$ cat src/rtl/crm_pkg.sv
// Shared types and constants for the clock-rate power manager.
// Assumes an 8-bit configuration byte with the divide field at [7:6].
package crm_pkg;
    localparam logic [1:0] DIV_STD = 2'b01;
    localparam logic [1:0] DIV_LP  = 2'b11;
    localparam int         CFG_DIV_LSB = 6;
    localparam int         CFG_SWB_BIT = 5;

    typedef struct packed {
        logic [1:0] div;
        logic       swb;
    } cfg_t;
endpackage

$ cat src/rtl/crm_cfg_reg.sv
// Configuration register: divide field and switchback enable.
// Assumes a switchback event outranks a simultaneous software write on the divide field.
module crm_cfg_reg
    import crm_pkg::*;
(
    input  logic       clk,
    input  logic       rst_n,
    input  logic       we,
    input  logic [7:0] wdata,
    input  logic       sb_evt,
    output cfg_t       cfg
);
    // Load software writes, then let hardware switchback override the field.
    always_ff @(posedge clk) begin
        if (!rst_n) begin
            cfg.div <= DIV_STD;
            cfg.swb <= 1'b0;
        end else begin
            if (we) begin
                cfg.div <= wdata[CFG_DIV_LSB +: 2];
                cfg.swb <= wdata[CFG_SWB_BIT];
            end
            if (sb_evt) begin
                cfg.div <= DIV_STD;
            end
        end
    end

    p_sb_wins_r9: assert property (@(posedge clk) disable iff (!rst_n)
        (sb_evt && we) |=> (cfg.div == DIV_STD && cfg.swb == $past(wdata[CFG_SWB_BIT])));
endmodule

$ cat src/rtl/crm_switchback.sv
// Switchback trigger qualification: any qualified source while low-power is selected.
// Assumes all source strobes are single-clock and synchronous to clk.
module crm_switchback #(
    parameter int NSRC = 3
) (
    input  logic            swb,
    input  logic            lp_sel,
    input  logic [NSRC-1:0] src,
    output logic            sb_evt
);
    logic [NSRC:0] any_chain;

    assign any_chain[0] = 1'b0;
    // OR-reduce the qualified trigger sources.
    for (genvar i = 0; i < NSRC; i++) begin : g_src
        assign any_chain[i+1] = any_chain[i] | src[i];
    end

    // Fire only with switchback enabled and low-power selected.
    always_comb sb_evt = swb && lp_sel && any_chain[NSRC];
endmodule

$ cat src/rtl/crm_cycle_div.sv
// Machine-cycle divider: one enable pulse per STD_DIV or LP_DIV clocks.
// Assumes the requested rate is sampled only on the last clock of a machine cycle.
module crm_cycle_div #(
    parameter int STD_DIV = 4,
    parameter int LP_DIV  = 1024
) (
    input  logic clk,
    input  logic rst_n,
    input  logic lp_req,
    output logic cyc_en,
    output logic lp_act
);
    localparam int CNT_W = $clog2(LP_DIV);
    localparam logic [CNT_W-1:0] STD_LAST = CNT_W'(STD_DIV - 1);
    localparam logic [CNT_W-1:0] LP_LAST  = CNT_W'(LP_DIV - 1);

    logic [CNT_W-1:0] cnt;
    logic             at_end;

    // Detect the final clock of the current machine cycle.
    always_comb at_end = (cnt == (lp_act ? LP_LAST : STD_LAST));

    // Count clocks; restart and adopt the requested rate at the boundary.
    always_ff @(posedge clk) begin
        if (!rst_n) begin
            cnt    <= '0;
            lp_act <= 1'b0;
        end else if (at_end) begin
            cnt    <= '0;
            lp_act <= lp_req;
        end else begin
            cnt <= cnt + 1'b1;
        end
    end

    assign cyc_en = at_end;

    p_rate_hold_r3: assert property (@(posedge clk) disable iff (!rst_n)
        !cyc_en |=> $stable(lp_act));
    p_std_gap_r1: assert property (@(posedge clk) disable iff (!rst_n)
        (cyc_en && !lp_act) |=> !cyc_en);
endmodule

$ cat src/rtl/clk_rate_mgr.sv
// Clock-rate power manager top: configuration, switchback and cycle divider.
// Assumes the trigger and status inputs are already synchronous to clk.
module clk_rate_mgr
    import crm_pkg::*;
#(
    parameter int STD_DIV = 4,
    parameter int LP_DIV  = 1024
) (
    input  logic       clk,
    input  logic       rst_n,
    input  logic       cfg_we,
    input  logic [7:0] cfg_wdata,
    output logic [7:0] cfg_rdata,
    input  logic       irq_ack,
    input  logic       rx_en,
    input  logic       rx_start,
    input  logic       tx_load,
    input  logic       isr_pf,
    input  logic       isr_hi,
    input  logic       isr_lo,
    input  logic       ser_busy,
    output logic [7:0] stat_rdata,
    output logic       cyc_en,
    output logic       lp_active
);
    cfg_t       cfg;
    logic       sb_evt;
    logic [2:0] trig;

    // Collect the three qualified switchback sources.
    always_comb trig = {tx_load, rx_en && rx_start, irq_ack};

    crm_switchback #(.NSRC(3)) u_sb (
        .swb    (cfg.swb),
        .lp_sel (cfg.div == DIV_LP),
        .src    (trig),
        .sb_evt (sb_evt)
    );

    crm_cfg_reg u_cfg (
        .clk    (clk),
        .rst_n  (rst_n),
        .we     (cfg_we),
        .wdata  (cfg_wdata),
        .sb_evt (sb_evt),
        .cfg    (cfg)
    );

    crm_cycle_div #(.STD_DIV(STD_DIV), .LP_DIV(LP_DIV)) u_div (
        .clk    (clk),
        .rst_n  (rst_n),
        .lp_req (cfg.div == DIV_LP),
        .cyc_en (cyc_en),
        .lp_act (lp_active)
    );

    // Assemble the configuration readback byte.
    always_comb cfg_rdata = {cfg.div, cfg.swb, 5'b0};

    // Assemble the read-only status byte.
    always_comb stat_rdata = {isr_pf, isr_hi, isr_lo, 4'b0, ser_busy};

    p_irq_sb_r5: assert property (@(posedge clk) disable iff (!rst_n)
        (cfg.swb && cfg.div == DIV_LP && irq_ack) |=> (cfg_rdata[7:6] == DIV_STD));
    p_rx_sb_r6: assert property (@(posedge clk) disable iff (!rst_n)
        (cfg.swb && cfg.div == DIV_LP && rx_en && rx_start) |=> (cfg_rdata[7:6] == DIV_STD));
    p_tx_sb_r7: assert property (@(posedge clk) disable iff (!rst_n)
        (cfg.swb && cfg.div == DIV_LP && tx_load) |=> (cfg_rdata[7:6] == DIV_STD));
    p_hold_r8: assert property (@(posedge clk) disable iff (!rst_n)
        (!cfg_we && !cfg.swb) |=> $stable(cfg_rdata));
    p_write_r4: assert property (@(posedge clk) disable iff (!rst_n)
        (cfg_we && !sb_evt) |=> (cfg_rdata[7:5] == $past(cfg_wdata[7:5])));
endmodule

$ cat config.mk
export PLATFORM = sky130hd
export DESIGN_NAME = clk_rate_mgr
export DESIGN_NICKNAME = d
export VERILOG_FILES = /design/src/rtl/crm_pkg.sv /design/src/rtl/crm_cfg_reg.sv /design/src/rtl/crm_switchback.sv /design/src/rtl/crm_cycle_div.sv /design/src/rtl/clk_rate_mgr.sv
export SDC_FILE = /design/constraint.sdc
export NUM_CORES = 1
export LEC_CHECK = 0
export BUFFER_PORTS_ARGS = -buffer_cell sky130_fd_sc_hd__buf_4
export CAP_MARGIN = 20
export CORE_ASPECT_RATIO = 1.5
export CORE_MARGIN = 4
export CORE_UTILIZATION = 35
export CTS_CLUSTER_SIZE = 8
export DETAILED_ROUTE_END_ITERATION = 12
export HOLD_SLACK_MARGIN = 0.08
export PLACE_DENSITY_LB_ADDON = 0.05
export SYNTH_ARGS = -nofsm -noshare
export SYNTH_HDL_FRONTEND = slang
export SYNTH_SLANG_ARGS = --single-unit
$ cat constraint.sdc
create_clock -name clk -period 2.35 [get_ports clk]
set_clock_uncertainty 0.1 [all_clocks]
set_input_delay 0.235 -clock clk [delete_from_list [all_inputs] [get_ports clk]]
set_output_delay 0.235 -clock clk [all_outputs]
set_load 0.01 [all_outputs]
==> reports/results.ini, run 1 <==
[timing]
timing.setup.tns_ps=0
rsz0062_at_grt=no
period_share=0.834
max_freq_mhz=510
fin_worst_hold_slack_ps=88.8
final_number_of_hold_violating_endpoints=0
setup_viol=0
final_max_slew_viol_count=0
period_minus_slack_ps=1960

[finish]
area.growth.synth_to_final_pct=11.5
layout.nets=119
layout.filler_cells=223
post_route_cells_drive_above_1_share=0.206
antenna-diode-count=0

[worst_setup_path]
critical_path_required_ps=2020
timing.rr.start=u_div.cnt[0]
setup.worst_path.end_class=output pin
worstReg2RegEnd=u_div.cnt[2]
cp_data_arrival_time_ps=1630
worstPathMaxFanout=3
reg2reg_setup_slack_ps=540
critical_path_class=reg -> out
reg2reg_depth=5
crit_path_start_kind=register

[pwr]
power.clock.fraction=0.297
power.switching_fraction=0.256
power.static_leakage_nw=0.338
cellPowerDensity_nw_per_um2=540
power.combinational.fraction=0.137
irDropWorstVdd_uv=360
power_frac_seq=0.566
power_report.internal_total_mw=0.336
sw_power_mw=0.116

[flow_run]
maxCapViolations=0

[synth]
synth_top_family_by_area=simple AND/OR/NAND/NOR gates
synth_edf_count=0
synth.mux.area_fraction=0.0267
post_synth_cell_types=25
synthArstFlopShare=0
post_synthesis_adder_cell_area_fraction=0.0167
postSynthAreaPerCell_sq_um=8.73
synthCells=86
synth-compound-area-share=0.0850
synth_xor_area_frac=0.0933
synth_seq_area_share=0.373
yosys_warnings=0
synth_top_flop_cell=sky130_fd_sc_hd__dfxtp_1
synth-seq-cells=14
synth_simple_gate_area_share=0.245
synth_area_sq_um=751

[global_route]
first_pass_grt_wire_length_mm=2.33
first_global_vias=548
globalRouteTotalUtil=0.107
grt_overflow_total=0
antenna_found_initial=0
grt_start_max_net_pins=11

[min_path]
holdPathStages=3
hold_crit_endpoint=u_cfg.cfg[2]
holdCritStartpoint=cfg_wdata[7]
worst_hold_path_type=in -> reg

[run_status]
run_status=complete, no violations

[clocking]
cts_tree=built
clock_latency_ps=280
cts_made_buffers=3
clkSinkCount=14
clock_tree.buffer_depth=2
clk_transition_reported_paths_ps=80
cts_resized=0
cts_htree_levels=1
clk_root_buf=sky130_fd_sc_hd__clkbuf_4

[floorplanning]
design.portCount=37
die_area_sq_um=2970
die_x_um=45.8
die_height_um=64.7
number_of_cell_rows=20
core_region_area_sq_um=2030
initial_core_util=0.370

[drt]
num_vias=584
routedWlPerCell_um=12.2
drtIter0Drc=9
via_per_inst=4.91
residual_drc_count=0
detail_route.wirelength_mm=1.45
drtPass1Iterations=4
antenna_violating_nets_post_route=0

[place]
dpl.hpwl_mm=1.10
place.gp.congestion=0.729
io_buffer_count=14

[layout by cell type (no fill, tap or decap), types with 2 or more instances in the layout]
master	n
sky130_fd_sc_hd__xor2_1	3
sky130_fd_sc_hd__nor2b_1	2
sky130_fd_sc_hd__buf_4	14
sky130_fd_sc_hd__xnor2_1	5
sky130_fd_sc_hd__nor4_1	4
sky130_fd_sc_hd__inv_1	2
sky130_fd_sc_hd__clkbuf_4	3
sky130_fd_sc_hd__nor2_1	13
sky130_fd_sc_hd__mux2i_1	2
sky130_fd_sc_hd__nand3_1	5
sky130_fd_sc_hd__dfxtp_1	14
sky130_fd_sc_hd__nand4b_1	2
sky130_fd_sc_hd__conb_1	9
sky130_fd_sc_hd__o21ai_0	2
sky130_fd_sc_hd__nand2_1	6
[through the flow]
step,std cells,utilization,setup WS [ps],power [mW],cell area (sq um)
6_report,119,0.413,389,0.452,837
5_1_grt,119,0.413,261,0.481,837
4_1_cts,119,0.413,404,0.461,837
3_5_place_dp,115,0.397,543,0.322,805
3_3_place_gp,115,0.397,552,0.323,805
2_1_floorplan,94,-,652,0.315,781
[synthesized netlist by cell type (all sizes together) (2+ instances only)]
cell type  number  area, sq um
buf            14          105
dfxtp          14          280
nor2           13         48.8
nand2           6         22.5
nand3           6         35.0
xnor2           5         43.8
nor4            4         25.0
xor2            3         26.3
inv             2         7.51
mux2i           2         20.0
nand4b          2         17.5
nor2b           2         12.5
o21ai           2         10.0
[state kept, by name, indices dropped and copies added, names as in the netlist]
name / count
u_div.lp_act: 1
u_div.cnt: 10
u_cfg.cfg: 3
[area by class of cell]
class | instances | area, sq um | share of cell area
timing repair buffer | 15 | 115 | 0.138
inverter | 2 | 7.51 | 0.00897
sequential | 14 | 280 | 0.335
clock buffer | 3 | 22.5 | 0.0269
tap | 22 | 27.5 | 0.0329
multi-input combinational | 63 | 384 | 0.459
[power groups by stage]
stage	sequential (mW)	clock, mW	combinational, mW
after floorplan	0.261	0	0.0536
after global placement	0.262	0	0.0609
after detailed placement	0.262	0	0.0606
after CTS	0.256	0.143	0.0624
after global routing	0.258	0.152	0.0702
final	0.256	0.134	0.0619
[critical path, stage by stage (launching register included)]
cell	delay, ps
sky130_fd_sc_hd__dfxtp_1	340
sky130_fd_sc_hd__nor4_1	430
sky130_fd_sc_hd__nand4b_1	270
sky130_fd_sc_hd__o41ai_1	130
sky130_fd_sc_hd__buf_4	180
[per-layer routing]
| metal | GRT usage | routed length (um) |
|---|---|---|
| met5 | 0 | 0 |
| met4 | 0.0747 | 17 |
| met3 | 0.0306 | 132 |
| met2 | 0.175 | 756 |
| met1 | 0.110 | 546 |
[how the worst max path moves through the flow]
stage,start,endpoint,cells after the start
6_report,u_div.cnt[4],cyc_en,4
5_1_grt,u_div.cnt[4],cyc_en,4
4_1_cts,u_div.cnt[4],cyc_en,4
3_5_place_dp,u_div.cnt[0],u_div.cnt[7],5
3_3_place_gp,u_div.cnt[0],u_div.cnt[3],5
2_1_floorplan,u_div.cnt[0],u_div.cnt[2],6
[repair_timing]
action | in CTS | in global routing
setup buffers | 0 | 0
endpoints found under the hold margin | 1 | 0
hold buffers | 1 | 0
[cells by family after synthesis]
kind of cell	Yosys count
AND/OR/NAND/NOR	36
multiplexers	2
XOR/XNOR	8
other	1
flip-flops	14
buffers and inverters	17
adder cells (fa/ha/maj)	1
AO/OA/AOI/OAI	7
No activity file was read; power rests on OpenSTA's default activity.
==> run 2, diff against run 1 <==
Clock period 2.35 ns to 2 ns, I/O delays scaled along.
==> run 2 against run 1 <==
Setup slack worse by 260 ps. Via count up 3.3%. Non-clock buffer count up 4. Combinational power up 28%. Largest cell class unchanged.
==> reports/results.ini, run 2 (synthesis gave the netlist of run 1 again) <==
[pwr]
cellPowerDensity_nw_per_um2=609
irDropWorstVdd_uv=278
power.static_leakage_nw=0.360

[worst_setup_path]
worstPathMaxFanout=6
critical_path_required_ps=1700
reg2reg_depth=4
setup.worst_path.end_class=output pin
cp_data_arrival_time_ps=1570
critical_path_class=reg -> out
crit_path_start_kind=register

[clocking]
cts_setup_buffers=0
clock_tree.buffer_depth=2
clock_latency_ps=280
clk_transition_reported_paths_ps=70
clk_root_buf=sky130_fd_sc_hd__clkbuf_4
cts_htree_levels=1
cts_tree=built
cts_made_buffers=3
clkSinkCount=14

[global_route]
first_global_vias=598
grt_overflow_total=0
antenna_found_initial=0
first_pass_grt_wire_length_mm=2.53
globalRouteTotalUtil=0.115
grt_start_max_net_pins=11

[drt]
residual_drc_count=0
drtPass1Iterations=4
routedWlPerCell_um=11.8
num_vias=603
detail_route.wirelength_mm=1.45
antenna_violating_nets_post_route=0
drtIter0Drc=5
via_per_inst=4.90

[finish]
area.growth.synth_to_final_pct=17.3
antenna-diode-count=0
layout.nets=123
layout.filler_cells=220
layout.cells.most_common_list=sky130_fd_sc_hd__buf_4, sky130_fd_sc_hd__dfxtp_1, sky130_fd_sc_hd__nor2_1
final_cells=123
largest_register=u_div.cnt
reg.largest.list=u_div.cnt: 10 flops, u_cfg.cfg: 3 flops, u_div.lp_act: 1 flops
commonest_non_fill_non_tap_cell_in_the_layout=sky130_fd_sc_hd__buf_4
largest_register_ff_count=10
post_route_cells_drive_above_1_share=0.218

[floorplanning]
design.portCount=37
die_area_sq_um=2970
number_of_cell_rows=20
core_region_area_sq_um=2030
die_height_um=64.7
die_x_um=45.8
initial_core_util=0.370

[timing]
timing.setup.tns_ps=0
rsz0062_at_grt=no
final_max_slew_viol_count=0
timing.final.ws_setup_ps=126
max_freq_mhz=534
period_share=0.937
period_minus_slack_ps=1870
setup_viol=0
final_number_of_hold_violating_endpoints=0

[place]
worst_slack_after_detailed_placement_ps=318
io_buffer_count=14
dpl.hpwl_mm=1.10
placed_cells=116
place.gp.congestion=0.729

[min_path]
worst_hold_path_type=in -> reg
holdPathStages=2

[run_status]
run_status=complete, no violations

[flow_run]
maxCapViolations=0

-- run 2: changes by cell type in the layout (fill, tap and decap cells not counted) --
cell and delta:
sky130_fd_sc_hd__nor4_1 -1, sky130_fd_sc_hd__nor4_2 +1, sky130_fd_sc_hd__dlygate4sd3_1 +3, sky130_fd_sc_hd__buf_4 +1
-- run 2: final timing paths --
| check | end | slack (ps) | start |
|---|---|---|---|
| hold reg to reg | u_div.cnt[0] | 370 | u_div.cnt[0] |
| hold / removal | u_cfg.cfg[1] | 80 | cfg_we |
| setup reg to reg | u_div.cnt[3] | 310 | u_div.cnt[2] |
| setup / recovery | cyc_en | 130 | u_div.cnt[0] |
-- run 2: layout make-up --
class,count,area (sq um),share of cell area
clock buffer,3,22.5,0.0256
timing repair buffer,19,153,0.173
tap,22,27.5,0.0312
inverter,2,7.51,0.00852
multi-input combinational,63,390,0.443
sequential,14,280,0.318
-- run 2: worst max-delay path, cell delays in order (launching register included) --
cell and delay (ps):
sky130_fd_sc_hd__dfxtp_1 380, sky130_fd_sc_hd__ha_1 180, sky130_fd_sc_hd__buf_4 140, sky130_fd_sc_hd__nand4_1 100, sky130_fd_sc_hd__o41ai_1 300, sky130_fd_sc_hd__buf_4 190
-- run 2: metal layers --
| metal | up-vias | track usage | part of all wire |
|---|---|---|---|
| li1 | 302 | - | - |
| met1 | 276 | 0.122 | 0.40 |
| met3 | 5 | 0.0306 | 0.072 |
| met4 | 0 | 0.0747 | 0.029 |
| met5 | - | 0 | 0 |
| met2 | 20 | 0.189 | 0.50 |
-- run 2: metrics by stage --
stage	hold WS, ps	instance area (sq um)	utilization	power, mW
2_1_floorplan	218	781	-	0.370
3_3_place_gp	300	812	0.401	0.381
3_5_place_dp	300	812	0.401	0.381
4_1_cts	85.9	875	0.431	0.543
5_1_grt	91.8	881	0.435	0.570
6_report	79.7	881	0.435	0.536
-- run 2: report_power, final --
group	internal (mW)	switching, mW	leakage [nW]	total [mW]
logic	0.0408	0.0383	0.232	0.0791
registers	0.290	0.0110	0.114	0.301
clock network	0.0699	0.0864	0.0138	0.156
total	0.401	0.136	0.360	0.536
-- run 2: repair_timing --
action | in CTS | in global routing
endpoints found under the setup margin | 0 | 1
hold buffers | 4 | 0
endpoints found under the hold margin | 3 | 0
gates resized for setup | 0 | 1
